--- src/rtl/uart_regbank.sv ---
module uart_regbank #(
  parameter int DEPTH  = 16,
  parameter int ADDR_W = 5
) (
  input  logic              clk,
  input  logic              rst_n,
  input  logic [ADDR_W-1:0] bus_addr,
  input  logic              bus_wr,
  input  logic              bus_rd,
  input  logic [7:0]        bus_wdata,
  output logic [7:0]        bus_rdata,
  input  logic              rx_push,
  input  logic [7:0]        rx_data,
  input  logic              rx_perr,
  input  logic              rx_ferr,
  input  logic              rx_brk,
  output logic              rx_full,
  input  logic              tx_idle,
  output logic              tx_pop,
  output logic [7:0]        tx_data,
  output logic              baud_tick
);
  localparam int PTR_W = $clog2(DEPTH);
  localparam logic [PTR_W:0] CNT_FULL = (PTR_W+1)'(DEPTH);
  localparam logic [ADDR_W-1:0] OFS_DATA = ADDR_W'(0);
  localparam logic [ADDR_W-1:0] OFS_HI   = ADDR_W'(4);
  localparam logic [ADDR_W-1:0] OFS_LCR  = ADDR_W'(12);
  localparam logic [ADDR_W-1:0] OFS_LSR  = ADDR_W'(20);

  logic [7:0] lcr, div_lo, div_hi;
  wire dlab    = lcr[7];
  wire at_data = bus_addr == OFS_DATA;
  wire at_hi   = bus_addr == OFS_HI;

  wire rbr_rd = bus_rd && at_data && !dlab;
  wire thr_wr = bus_wr && at_data && !dlab;
  wire lo_wr  = bus_wr && at_data && dlab;
  wire hi_wr  = bus_wr && at_hi && dlab;
  wire div_wr = lo_wr || hi_wr;

  always_ff @(posedge clk or negedge rst_n)
    if (!rst_n) begin
      lcr <= '0; div_lo <= '0; div_hi <= '0;
    end else begin
      if (bus_wr && bus_addr == OFS_LCR) lcr <= bus_wdata;
      if (lo_wr) div_lo <= bus_wdata;
      if (hi_wr) div_hi <= bus_wdata;
    end

  // receive FIFO: {brk, ferr, perr, data}
  logic [10:0]    rx_mem [DEPTH];
  logic [PTR_W:0] rx_wp, rx_rp;
  wire [PTR_W:0]  rx_cnt   = rx_wp - rx_rp;
  wire            rx_empty = rx_cnt == '0;
  assign rx_full = rx_cnt == CNT_FULL;
  wire rx_wen = rx_push && !rx_full;
  wire rx_ren = rbr_rd && !rx_empty;
  wire [7:0]  wl_mask = 8'hFF >> (2'd3 - lcr[1:0]);
  wire [10:0] rx_head = rx_empty ? 11'd0 : rx_mem[rx_rp[PTR_W-1:0]];

  always_ff @(posedge clk) if (rx_wen)
    rx_mem[rx_wp[PTR_W-1:0]] <= {rx_brk, rx_ferr, rx_perr, rx_data & wl_mask};

  always_ff @(posedge clk or negedge rst_n)
    if (!rst_n) begin
      rx_wp <= '0; rx_rp <= '0;
    end else begin
      if (rx_wen) rx_wp <= rx_wp + 1'b1;
      if (rx_ren) rx_rp <= rx_rp + 1'b1;
    end

  // transmit FIFO
  logic [7:0]     tx_mem [DEPTH];
  logic [PTR_W:0] tx_wp, tx_rp;
  wire [PTR_W:0]  tx_cnt   = tx_wp - tx_rp;
  wire            tx_empty = tx_cnt == '0;
  wire            tx_full  = tx_cnt == CNT_FULL;
  wire            tx_wen   = thr_wr && !tx_full;
  assign tx_pop  = tx_idle && !tx_empty;
  assign tx_data = tx_mem[tx_rp[PTR_W-1:0]];

  always_ff @(posedge clk) if (tx_wen) tx_mem[tx_wp[PTR_W-1:0]] <= bus_wdata;

  always_ff @(posedge clk or negedge rst_n)
    if (!rst_n) begin
      tx_wp <= '0; tx_rp <= '0;
    end else begin
      if (tx_wen) tx_wp <= tx_wp + 1'b1;
      if (tx_pop) tx_rp <= tx_rp + 1'b1;
    end

  // read mux
  wire [7:0] lsr = {2'b00, tx_empty, rx_head[10:8], 1'b0, !rx_empty};
  always_comb begin
    bus_rdata = '0;
    if (bus_rd)
      unique case (bus_addr)
        OFS_DATA: bus_rdata = dlab ? div_lo : rx_head[7:0];
        OFS_HI:   bus_rdata = dlab ? div_hi : 8'h00;
        OFS_LCR:  bus_rdata = lcr;
        OFS_LSR:  bus_rdata = lsr;
        default:  bus_rdata = '0;
      endcase
  end

  // baud tick generator
  wire [15:0] div_raw = {div_hi, div_lo};
  wire [15:0] div_eff = (div_raw == 16'd0) ? 16'd1 : div_raw;
  logic [15:0] tick_cnt;
  assign baud_tick = tick_cnt >= div_eff - 16'd1;

  always_ff @(posedge clk or negedge rst_n)
    if (!rst_n)                  tick_cnt <= '0;
    else if (div_wr || baud_tick) tick_cnt <= '0;
    else                         tick_cnt <= tick_cnt + 16'd1;

  p_tick_single_r4: assert property (@(posedge clk) disable iff (!rst_n)
    (baud_tick && div_eff != 16'd1 && !div_wr) |=> !baud_tick);
  p_restart_r5: assert property (@(posedge clk) disable iff (!rst_n)
    div_wr |=> tick_cnt == 16'd0);
  p_rx_no_overflow_r10: assert property (@(posedge clk) disable iff (!rst_n)
    (rx_push && rx_full && !rbr_rd) |=> rx_cnt == CNT_FULL);
  p_tx_no_overflow_r10: assert property (@(posedge clk) disable iff (!rst_n)
    (thr_wr && tx_full && !tx_pop) |=> tx_cnt == CNT_FULL);
  p_empty_read_zero_r10: assert property (@(posedge clk) disable iff (!rst_n)
    (rbr_rd && rx_empty) |-> bus_rdata == 8'h00);
  p_tx_hold_r8: assert property (@(posedge clk) disable iff (!rst_n)
    !tx_idle |=> tx_rp == $past(tx_rp));
  p_div_no_fifo_r2: assert property (@(posedge clk) disable iff (!rst_n)
    div_wr |=> (rx_wp == $past(rx_wp) || $past(rx_push)) && tx_wp == $past(tx_wp));
endmodule

--- config.mk ---
export PLATFORM = sky130hd
export DESIGN_NAME = uart_regbank
export DESIGN_NICKNAME = d
export VERILOG_FILES = /design/src/rtl/uart_regbank.sv
export SDC_FILE = /design/constraint.sdc
export NUM_CORES = 1
export LEC_CHECK = 0
export BUFFER_PORTS_ARGS = -buffer_cell sky130_fd_sc_hd__buf_2
export CAP_MARGIN = 25
export CORE_ASPECT_RATIO = 1.25
export CORE_MARGIN = 2
export CORE_UTILIZATION = 55
export DETAILED_ROUTE_END_ITERATION = 16
export PLACE_DENSITY = 0.72
export SLEW_MARGIN = 20
export SYNTH_ARGS = -nofsm -noshare
export SYNTH_HDL_FRONTEND = slang
export SYNTH_SLANG_ARGS = --single-unit
--- constraint.sdc ---
create_clock -name clk -period 5.93 [get_ports clk]
set_input_delay 1.186 -clock clk [delete_from_list [all_inputs] [get_ports clk]]
set_output_delay 1.186 -clock clk [all_outputs]
set_load 0.005 [all_outputs]
==> impl_metrics.json <==
{
  "rows": 68,
  "wl_um": 31600,
  "hold_slack_ns": 0.492,
  "drv_slew": 0,
  "layout_commonest_cell": "edfxtp_1",
  "die_h_um": 192,
  "synthCells": 890,
  "antenna_found_initial": 0,
  "utilization_pct": 63.5,
  "yosys.cell_types.count": 57,
  "hp-class": "flip-flop to flip-flop",
  "period_share_pct": 93.8,
  "numClockSinks": 364,
  "cp-start-kind": "flip-flop",
  "fin_cells": 1355,
  "cts_tree": "built",
  "max_freq_ghz": 0.180,
  "crit_chain": "or4_1 -> or3_1 -> nor2_1 -> nor2_1 -> ha_1 -> nand2_1 -> or2_2 -> nor2_1 -> xnor2_1 -> ha_1 -> a21o_1 -> a21o_1 -> a21o_1 -> a211oi_1 -> o211ai_1 -> buf_4 -> and2_1 -> buf_2",
  "grt_usage_pct": 22.2,
  "first_global_vias": 8509,
  "power_density_nw_per_um2": 400,
  "ctsResizeCount": 0,
  "synth.area.mux_share_pct": 14.4,
  "hold_buffers": 0,
  "worstSetupPathType": "flip-flop to output pin",
  "numCtsBuffers": 37,
  "synth_warnings": 0,
  "yosysSeqAreaShare_pct": 68.1,
  "ios": 49,
  "synthAdderAreaFrac_pct": 2.88,
  "wl_per_cell_um": 23.3,
  "arrival_ns": 4.38,
  "grt_pass1_wl_um": 49300,
  "slowest_delay_ns": 0.53,
  "drcViolationCount": 0,
  "layout-drive-gt1-share_pct": 26.6,
  "period_needed_ns": 5.56,
  "final_cell_mix": "304 x edfxtp_1, 87 x mux4_2, 66 x nand2_1",
  "worst-slew-pin-transition_ns": 0.873,
  "synth-simple-area-share_pct": 6.84,
  "antenna_left": 0,
  "placedCellCount": 1290,
  "post-dp-hpwl_um": 20600,
  "dieArea_um2": 29800,
  "syn_area_um2": 15600,
  "rsz0062_at_grt": "false",
  "cts_setup_buffers": 0,
  "cap_violations": 0,
  "clk_latency_ns": 0.52,
  "die_w_um": 155,
  "finClkSkew_ns": 0.0162,
  "drtIter0Drc": 592,
  "pre_cts_ws_ns": 0.906,
  "antenna_cells": 0,
  "ys_async_sr_fraction_pct": 16.5,
  "via_per_inst": 6.05,
  "worst_slack_ns": 0.368,
  "port-buffer-count": 48,
  "cp_num_buf_inv": 2,
  "cp_top_family": "simple AND/OR/NAND/NOR gates",
  "synth_nets": 956,
  "core_um2": 27700,
  "area_delta_synth_final_pct": 12.7,
  "synth_xor_area_share_pct": 2.83,
  "clk_path_buf_depth": 3,
  "h-tree-depth": 2,
  "endpoint_kind": "output pin",
  "vias": 8197,
  "initial_core_util_pct": 56.3,
  "n_fill_cell": 1924,
  "synth_seq_cells": 364,
  "peakVddDrop_mv": 0.263,
  "grt_max_degree": 61,
  "cp_slowest_cell": "or4_1",
  "required_ns": 4.74,
  "hold_viol_final": 0,
  "slew_headroom_pct": 41.5,
  "clk_pin_slew_ns": 0.06,
  "setup_tns_ns": 0,
  "synth_top_family_by_area": "multiplexers",
  "drt_first_pass_iters": 5,
  "outcome": "finished clean",
  "setup_viol": 0,
  "p_leak_nw": 6.25,
  "r2r_setup_slack_ns": 1.94,
  "syn_avg_cell_area_um2": 17.5,
  "synth_enable_flop_cells": 304,
  "crit_fanout": 17,
  "synth-compound-area-share_pct": 3.53,
  "gp_congestion": 0.797,
  "layout.nets": 1045,
  "synthFlopType": "edfxtp_1",
  "cts_root_buf": "clkbuf_16",
  "grt.overflow.total": 0
}
[where the power goes]
| group | leakage (nW) | internal, W | switching [W] |
|---|---|---|---|
| Clock | 0.566 | 0.00133 | 0.000910 |
| Combinational | 2.16 | 0.000791 | 0.000820 |
| Sequential | 3.53 | 0.00300 | 0.000185 |
| Total | 6.25 | 0.00512 | 0.00192 |
[worst paths after layout]
| kind | cells after the start | start | end |
|---|---|---|---|
| max | 18 | div_hi[6] | baud_tick |
| max in group asynchronous | 2 | rst_n | tx_rp[0] |
| max reg2reg | 17 | div_hi[6] | tick_cnt[2] |
| min in group asynchronous | 2 | rst_n | rx_wp[3] |
| min | 1 | tx_rp[3] | tx_rp[3] |
| min reg2reg | 1 | tx_rp[3] | tx_rp[3] |
[cell usage after synthesis (5+ instances only)]
cell type	count	share of area (%)
and2_1	5	0.20
nand2_1	66	1.6
inv_1	17	0.41
a31oi_1	5	0.20
mux2_2	26	1.9
a21oi_1	16	0.51
a21o_1	8	0.38
and4b_1	5	0.32
nor3_1	16	0.51
edfxtp_1	304	58
a222oi_1	8	0.51
nand3_1	23	0.74
nor4b_2	5	0.48
nand4_1	9	0.36
mux4_2	87	13
xnor2_1	28	1.6
xor2_1	18	1.0
clkbuf_1	17	0.41
buf_2	8	0.26
o21ai_0	10	0.32
ha_1	36	2.9
and4_1	5	0.28
dfrtp_1	60	9.6
nor2_1	27	0.65
a211oi_1	15	0.72
[sequential cells by signal, summed over array words and instances (netlist names)]
signal / count
tick_cnt: 16
tx_mem: 128
div_lo: 8
rx_rp: 5
rx_wp: 5
tx_wp: 5
lcr: 8
div_hi: 8
tx_rp: 5
rx_mem: 176
[layer usage]
metal  GRT usage [%]  part of all wire [%]  vias up
met1            28.7                    41     4218
li1                -                     -     3733
met2            39.1                    52      190
met5               0                     0        -
met3            3.12                   4.1       56
met4            7.12                   2.8        0
[cells by family (layout without fill, tap and decap cells)]
| family | Yosys count | after routing |
|---|---|---|
| flip-flops | 364 | 364 |
| AND/OR/NAND/NOR | 198 | 198 |
| buffers and inverters | 53 | 168 |
| XOR/XNOR | 48 | 48 |
| adder cells (fa/ha/maj) | 36 | 36 |
| multiplexers | 113 | 113 |
| AO/OA/AOI/OAI | 78 | 78 |
[final cells by class]
cell class	count	area, um^2	share of cell area, %
Tap cell	350	438	2.49
Inverter	21	78.8	0.448
Multi-Input combinational cell	473	4780	27.2
Clock buffer	54	1020	5.80
Timing Repair Buffer	82	495	2.82
Clock inverter	11	146	0.832
Sequential cell	364	10600	60.4
[metrics by stage]
stage | instance area (um^2) | total power, W
floorplan | 15600 | 0.00437
global placement | 16400 | 0.00483
detailed placement | 16400 | 0.00487
CTS | 17600 | 0.00711
global route | 17600 | 0.00737
finish | 17600 | 0.00703
[worst register-to-register path: cells and delay by family (launching register included)]
kind                     cells  cell delay, ns
flip-flops                   1            0.41
AND/OR/NAND/NOR              7            1.44
XOR/XNOR                     1            0.13
AO/OA/AOI/OAI                6            1.23
adder cells (fa/ha/maj)      2            0.43
buffers and inverters        1            0.22
Note: power is estimated with default switching activity, not from simulation.
